File: src/rtl/llsc_pkg.sv
// Shared constants and types for the reservation monitor.
// Assumes 6-bit main opcodes taken from instruction bits [31:26].
package llsc_pkg;
    localparam int OPC_W = 6;

    localparam logic [OPC_W-1:0] OPC_LOAD_RESV = 6'h1B;
    localparam logic [OPC_W-1:0] OPC_COND_ST   = 6'h33;
    localparam logic [OPC_W-1:0] OPC_ST_DBL    = 6'h34;
    localparam logic [OPC_W-1:0] OPC_ST_WORD   = 6'h35;
    localparam logic [OPC_W-1:0] OPC_ST_BYTE   = 6'h36;
    localparam logic [OPC_W-1:0] OPC_ST_HALF   = 6'h37;

    typedef enum logic [1:0] {
        OPK_NONE     = 2'd0,
        OPK_LOADRES  = 2'd1,
        OPK_PLAIN_ST = 2'd2,
        OPK_COND_ST  = 2'd3
    } op_kind_e;
endpackage

File: src/rtl/mon_opclass.sv
// Classifies one request lane's opcode into an operation kind.
// STORE_LANE selects which opcodes the lane accepts; others map to none.
module mon_opclass
    import llsc_pkg::*;
#(
    parameter bit STORE_LANE = 1'b0
) (
    input  logic             req,
    input  logic [OPC_W-1:0] opc,
    output op_kind_e         kind
);
    generate
        if (STORE_LANE) begin : g_store
            // Store lane: plain stores and the conditional store.
            always_comb begin
                kind = OPK_NONE;
                if (req) begin
                    unique case (opc)
                        OPC_COND_ST:                              kind = OPK_COND_ST;
                        OPC_ST_DBL, OPC_ST_WORD,
                        OPC_ST_BYTE, OPC_ST_HALF:                 kind = OPK_PLAIN_ST;
                        default:                                  kind = OPK_NONE;
                    endcase
                end
            end
        end else begin : g_load
            // Load lane: only the load-reserve opcode matters.
            always_comb begin
                kind = OPK_NONE;
                if (req && opc == OPC_LOAD_RESV) kind = OPK_LOADRES;
            end
        end
    endgenerate
endmodule

File: src/rtl/mon_word_match.sv
// Compares two addresses at word granularity.
// Assumes the low IGN_LSB bits select a byte within the word.
module mon_word_match #(
    parameter int ADDR_W  = 32,
    parameter int IGN_LSB = 2
) (
    input  logic [ADDR_W-1:0] a,
    input  logic [ADDR_W-1:0] b,
    output logic              hit
);
    localparam int TAG_W = ADDR_W - IGN_LSB;

    logic [TAG_W-1:0] tag_a, tag_b;

    // Drop the byte-select bits and compare what remains.
    always_comb begin
        tag_a = a[ADDR_W-1:IGN_LSB];
        tag_b = b[ADDR_W-1:IGN_LSB];
        hit   = (tag_a == tag_b);
    end
endmodule

File: src/rtl/mon_resv_state.sv
// Holds the reservation bit and address.
// Set has priority over clear; reset is synchronous, active low.
module mon_resv_state #(
    parameter int ADDR_W = 32
) (
    input  logic              clk,
    input  logic              rst_n,
    input  logic              set_en,
    input  logic [ADDR_W-1:0] set_addr,
    input  logic              clr_en,
    output logic              valid,
    output logic [ADDR_W-1:0] addr
);
    // Reservation flag: fresh reservation beats any kill in the same cycle.
    always_ff @(posedge clk) begin
        if (!rst_n)      valid <= 1'b0;
        else if (set_en) valid <= 1'b1;
        else if (clr_en) valid <= 1'b0;
    end

    // Recorded address: loaded only by a load-reserve.
    always_ff @(posedge clk) begin
        if (!rst_n)      addr <= '0;
        else if (set_en) addr <= set_addr;
    end
endmodule

File: src/rtl/llsc_monitor.sv
// Single-reservation monitor for load-reserve / conditional-store pairs.
// Assumes finished effective addresses and one request per lane per cycle.
// Conditional stores are judged combinationally against the held state.
module llsc_monitor
    import llsc_pkg::*;
#(
    parameter int ADDR_W  = 32,
    parameter int IGN_LSB = 2
) (
    input  logic              clk,
    input  logic              rst_n,
    input  logic              ld_req,
    input  logic [5:0]        ld_opc,
    input  logic [ADDR_W-1:0] ld_addr,
    input  logic              st_req,
    input  logic [5:0]        st_opc,
    input  logic [ADDR_W-1:0] st_addr,
    output logic              sc_flag,
    output logic              sc_wr_en,
    output logic              resv_valid,
    output logic [ADDR_W-1:0] resv_addr
);
    op_kind_e ld_kind, st_kind;
    logic     st_hit;
    logic     do_set, do_clr;

    mon_opclass #(.STORE_LANE(1'b0)) u_ld_cls (
        .req(ld_req), .opc(ld_opc), .kind(ld_kind)
    );

    mon_opclass #(.STORE_LANE(1'b1)) u_st_cls (
        .req(st_req), .opc(st_opc), .kind(st_kind)
    );

    mon_word_match #(.ADDR_W(ADDR_W), .IGN_LSB(IGN_LSB)) u_match (
        .a(st_addr), .b(resv_addr), .hit(st_hit)
    );

    // Outcome of a conditional store and the kill/set controls.
    always_comb begin
        sc_flag  = (st_kind == OPK_COND_ST) && resv_valid && st_hit;
        sc_wr_en = sc_flag;
        do_set   = (ld_kind == OPK_LOADRES);
        do_clr   = (st_kind == OPK_COND_ST) ||
                   ((st_kind == OPK_PLAIN_ST) && st_hit);
    end

    mon_resv_state #(.ADDR_W(ADDR_W)) u_state (
        .clk(clk), .rst_n(rst_n),
        .set_en(do_set), .set_addr(ld_addr), .clr_en(do_clr),
        .valid(resv_valid), .addr(resv_addr)
    );
endmodule

File: config.mk
export PLATFORM = sky130hd
export DESIGN_NAME = llsc_monitor
export DESIGN_NICKNAME = d
export VERILOG_FILES = /design/src/rtl/llsc_pkg.sv /design/src/rtl/mon_opclass.sv /design/src/rtl/mon_word_match.sv /design/src/rtl/mon_resv_state.sv /design/src/rtl/llsc_monitor.sv
export SDC_FILE = /design/constraint.sdc
export NUM_CORES = 1
export LEC_CHECK = 0
export BUFFER_PORTS_ARGS = -buffer_cell sky130_fd_sc_hd__buf_2
export CAP_MARGIN = 20
export CORE_AREA = 2 2 77 79
export CTS_CLUSTER_DIAMETER = 120
export DETAILED_ROUTE_END_ITERATION = 16
export DIE_AREA = 0 0 79 81
export GPL_TIMING_DRIVEN = 0
export MAX_ROUTING_LAYER = met4
export PLACE_DENSITY = 0.58
export SLEW_MARGIN = 20
export SYNTH_ARGS = -nofsm -noshare
export SYNTH_HDL_FRONTEND = slang
export SYNTH_SLANG_ARGS = --single-unit
File: constraint.sdc
create_clock -name clk -period 2.6 [get_ports clk]
set_clock_uncertainty 0.05 [all_clocks]
set_input_delay 0.39 -clock clk [delete_from_list [all_inputs] [get_ports clk]]
set_output_delay 0.39 -clock clk [all_outputs]
set_load 0.01 [all_outputs]
==> After elaboration in Yosys (flattened, before gate mapping) <==
Index checks and enable logic that the tools add are counted.
{ "word_totals": {"regBits": 33, "in_bits": 80, "out_inout_bits": 35, "wordCells": 24} }
{ "classes": {"n_eq_ne": 10, "n_mux": 5, "n_reduce_logical": 7} }
{ "ops": {"columns": ["op", "n"], "rows": [
  ["30-bit equality test", 1],
  ["6-bit equality test, second input constant", 5],
  ["6-bit by 5-bit equality test with 1-bit output, second input constant", 1],
  ["2-bit equality test, second input constant", 2],
  ["1-bit logical AND", 4],
  ["2-bit case mux with 2 select lines", 1],
  ["4-bit OR reduction", 1],
  ["1-bit 2-to-1 mux", 3],
  ["2-bit by 1-bit equality test with 1-bit output, second input constant", 1],
  ["2-bit 2-to-1 mux", 1],
  ["2-bit nonzero test", 1],
  ["1-bit logical OR", 1]
]} }

==> Logic depth before layout (Yosys ltp) <==
{ "depth": {"ltp_word": 9, "mapped_depth": 6} }

==> By module <==
From an unflattened synthesis, not the netlist that was laid out.
{ "hier_totals": {"hier_cells": 160, "hier_area_um2": 1717.9} }
{ "by_module_without_submodules": {"columns": ["module", "n_inst", "cells_each", "area_per_inst_um2"], "rows": [
  ["mon_resv_state", 1, 106, 1277.5],
  ["mon_word_match", 1, 40, 330.3],
  ["mon_opclass at u_st_cls", 1, 5, 46.3],
  ["mon_opclass at u_ld_cls", 1, 5, 33.8],
  ["llsc_monitor", 1, 4, 30.0]
]} }

==> Least setup slack after synthesis <==
OpenSTA, ideal clock, no wires.
{ "synth_path": {"path_type": "input port to output port", "startpoint": "in st_addr[25]", "endpoint": "out sc_wr_en", "t_arrival_ns": 1.516, "required_ns": 2.160, "slack_ns": 0.644, "cell_stages": 6, "path_buffers": 1, "cell_sequence": "xor2_1 nor4_1 nand4_1 nor3_2 and4_1 buf_4"} }
{ "synth_between": {"elab_chain_cells": 2} }
{ "synth_rtl": {"columns": ["element", "line", "source"], "rows": [
  ["from (decl)", "llsc_monitor.sv:17", "input logic [ADDR_W-1:0] st_addr,"],
  ["30-bit equality test", "mon_word_match.sv:19", "hit = (tag_a == tag_b);"],
  ["1-bit logical AND", "llsc_monitor.sv:41", "sc_flag = (st_kind == OPK_COND_ST) && resv_valid && st_hit;"],
  ["to (decl)", "llsc_monitor.sv:19", "output logic sc_wr_en,"]
]} }
Every way passes these cells.

==> Final worst setup path <==
{ "layout_path": {"startpoint": "reg u_state.addr[24]", "endpoint": "out sc_wr_en"} }
{ "layout_between": {"elab_chain_cells": 2} }
{ "layout_rtl": {"columns": ["element", "line", "source"], "rows": [
  ["from (decl)", "mon_resv_state.sv:12", "output logic [ADDR_W-1:0] addr"],
  ["from (signal assigned)", "mon_resv_state.sv:24", "else if (set_en) addr <= set_addr;"],
  ["30-bit equality test", "mon_word_match.sv:19", null],
  ["1-bit logical AND", "llsc_monitor.sv:41", null]
]} }
Every way passes these cells.

==> metrics.md <==
| Metric | Value |
|---|---|
| Inserted Diodes | `0` |
| Area grow syn2layout | `46.2%` |
| Final Hold Viols | `0` |
| Sequential area share after synthesis | `40.9%` |
| DR vias/cell | `4.39` |
| Clk root buf | `clkbuf_8` |
| H-tree level count | `2` |
| Number of routed nets with antenna violations | `0` |
| Starting Density | `28.5%` |
| Clock Latency Late Sink | `0.28 ns` |
| Final hold slack | `0.289 ns` |
| Hold depth | `2` |
| Share of post-route cells with drive strength above 1 | `41.7%` |
| RSZ-0062 raised after global routing | `no` |
| Status | `finished, final reports clean` |
| Net count, final | `391` |
| First-pass GRT wire length | `7.22 mm` |
| Die width | `79 microns` |
| Max Cap Viol | `0` |
| Crit path max fanout | `3` |
| Critical Path RT | `2.16 ns` |
| Avg Cell Area, Syn | `8.42 sq um` |
| Synth unique cells | `21` |
| HP Class | `primary input to register` |
| Syn nets | `272` |
| Setup Viol. Count Final | `0` |
| TritonCTS clock tree | `done` |
| Via Count | `1697` |
| Slew @ Worst Pin | `0.407 ns` |
| DP HPWL | `3.85 mm` |
| Worst setup SP type | `register` |
| DIE AREA | `6400 sq um` |
| GRT Util Overall | `15.1%` |
| Avg WL per Cell | `12.4 microns` |
| Iteration-0 DRC count of the detailed router | `42` |
| Clock Tree Buf Depth | `2` |
| Pwr Total | `0.987 mW` |
| Drt drc | `0` |
| Crit end category | `output pin` |
| Largest net degree at the start of global routing | `11` |
| Initial antenna violation count | `0` |
| Num CTS Buffers | `5` |
| # rows | `28` |
| Relative slew margins | `72.9%` |
| Period minus WS final | `2.45 ns` |
| Number of global-route vias before repair | `1598` |
| Post-Syn Instances | `192` |
| WP data arrival | `2.01 ns` |
| Cell area power density | `418 nW/um^2` |
| Final Max Slew Viols | `0` |
| Cell Area, Synth | `1620 sq um` |
| Kind of critical path | `register to output pin` |
| Final Cycle Share | `94.1%` |
| Core area | `5680 sq um` |
| Yosys warnings | `0` |
| Post-Route WL | `4.82 mm` |
| CTS clk-pin slew, worst paths | `0.06 ns` |
| Yosys reg bits | `33` |
| Post-CTS Setup Bufs | `0` |
| FF-to-FF path depth | `5` |
| TritonCTS Sinks | `33` |
| Final core occ | `41.6%` |
| Total congestion overflow | `0` |
| Leak Pwr | `1.12 nW` |
| Routability cong. | `0.770` |
| Die H | `81 microns` |
| Port Buffers | `112` |
| F_max | `409 MHz` |
| Maximum vdd drop | `0.257 mV` |
| Drt pass-1 iters | `3` |
| # IOs | `115` |
| Setup Total Neg Slack | `0 ns` |
==> routing by layer <==
metal  GRT usage, %  up-vias  share of wire [%]
li1               -      869                  -
met1           16.8      753                 44
met2           25.9       65                 48
met3           3.89       10                5.9
met4           6.03        0                2.4
met5              -        -                  0
==> worst max-delay path, stage by stage (launching register included) <==
cell	delay, ns
dfxtp_1	0.33
xor2_1	0.17
nor4_2	0.38
nand4_1	0.22
nor3_2	0.19
and4_1	0.22
buf_4	0.10
buf_2	0.11
==> sequential cells by signal (all words and copies together), names as in the netlist <==
register       flops
u_state.addr      32
u_state.valid      1
==> placed cells by master (no fill, tap or decap) <==
master | synthesis | routed
nand4_1 | 4 | 4
nand2_1 | 66 | 66
xor2_1 | 20 | 20
buf_6 | 1 | 1
xnor2_1 | 10 | 10
and4_1 | 1 | 1
a21boi_0 | 4 | 4
nand4b_1 | 1 | 1
nor2_1 | 2 | 2
nor4_1 | 4 | 2
a21boi_1 | 29 | 29
and4b_1 | 1 | 1
buf_4 | 1 | 1
buf_2 | 6 | 118
nor4_2 | 0 | 2
clkbuf_1 | 3 | 6
o21ai_0 | 1 | 1
dfxtp_1 | 33 | 33
nor3_2 | 2 | 2
a41oi_2 | 1 | 1
clkbuf_8 | 0 | 5
or3_1 | 1 | 1
nor3_1 | 1 | 1
==> path summary, 6_finish.rpt <==
check / startpoint / endpoint / slack [ns]
setup / recovery: u_state.addr[24]$_SDFFE_PN0P_ / sc_wr_en / 0.15
hold / removal: st_opc[2] / u_state.valid$_SDFFE_PN0P_ / 0.29
setup reg to reg: u_state.addr[24]$_SDFFE_PN0P_ / u_state.valid$_SDFFE_PN0P_ / 1.01
hold reg to reg: u_state.addr[0]$_SDFFE_PN0P_ / u_state.addr[0]$_SDFFE_PN0P_ / 0.41
==> cell families after synthesis <==
family,count (synthesis),share of synthesized area (%)
DFF,33,40.9
and+or+nand+nor,83,22.5
buffers and inverters,11,3.72
AOI/OAI and AO/OA,35,16.6
xor gates and xnor gates,30,16.3
==> Yosys cell counts <==
cell,number,area (sq um)
nand2_1,66,248
dfxtp_1,33,661
a21boi_1,29,218
xor2_1,20,175
xnor2_1,10,87.6
buf_2,6,30.0
a21boi_0,4,30.0
nand4_1,4,25.0
nor4_1,4,25.0
clkbuf_1,3,11.3
nor2_1,2,7.51
nor3_2,2,20.0
a41oi_2,1,16.3
and4_1,1,8.76
and4b_1,1,10.0
buf_4,1,7.51
buf_6,1,11.3
nand4b_1,1,8.76
nor3_1,1,5.00
o21ai_0,1,5.00
or3_1,1,6.26
==> per-stage QoR <==
step,area (sq um),worst slack (ns),instances
2_1_floorplan,1620,0.644,192
3_3_place_gp,2270,0.206,379
3_5_place_dp,2270,0.190,379
4_1_cts,2350,0.0303,387
5_1_grt,2360,0.0403,387
6_report,2360,0.153,387
==> where the power goes <==
part	total [mW]	switching, mW	leakage, nW	internal (mW)
registers	0.509	0.00178	0.266	0.508
logic	0.112	0.0457	0.814	0.0661
clock network	0.366	0.176	0.0395	0.190
total	0.987	0.223	1.12	0.764
==> layout make-up <==
type | instances | area [sq um]
fillers | 644 | 3310
multi-input cells | 148 | 908
flip-flops and latches | 33 | 661
repair buffers | 112 | 561
well taps | 75 | 93.8
clock buffers | 8 | 80.1
plain buffers | 11 | 60.1
==> timing repair <==
action,4_1_cts,5_1_grt
setup endpoints to repair,0,1
gates resized for setup,0,2
hold buffers,0,0
(Power assumes the default switching activity.)
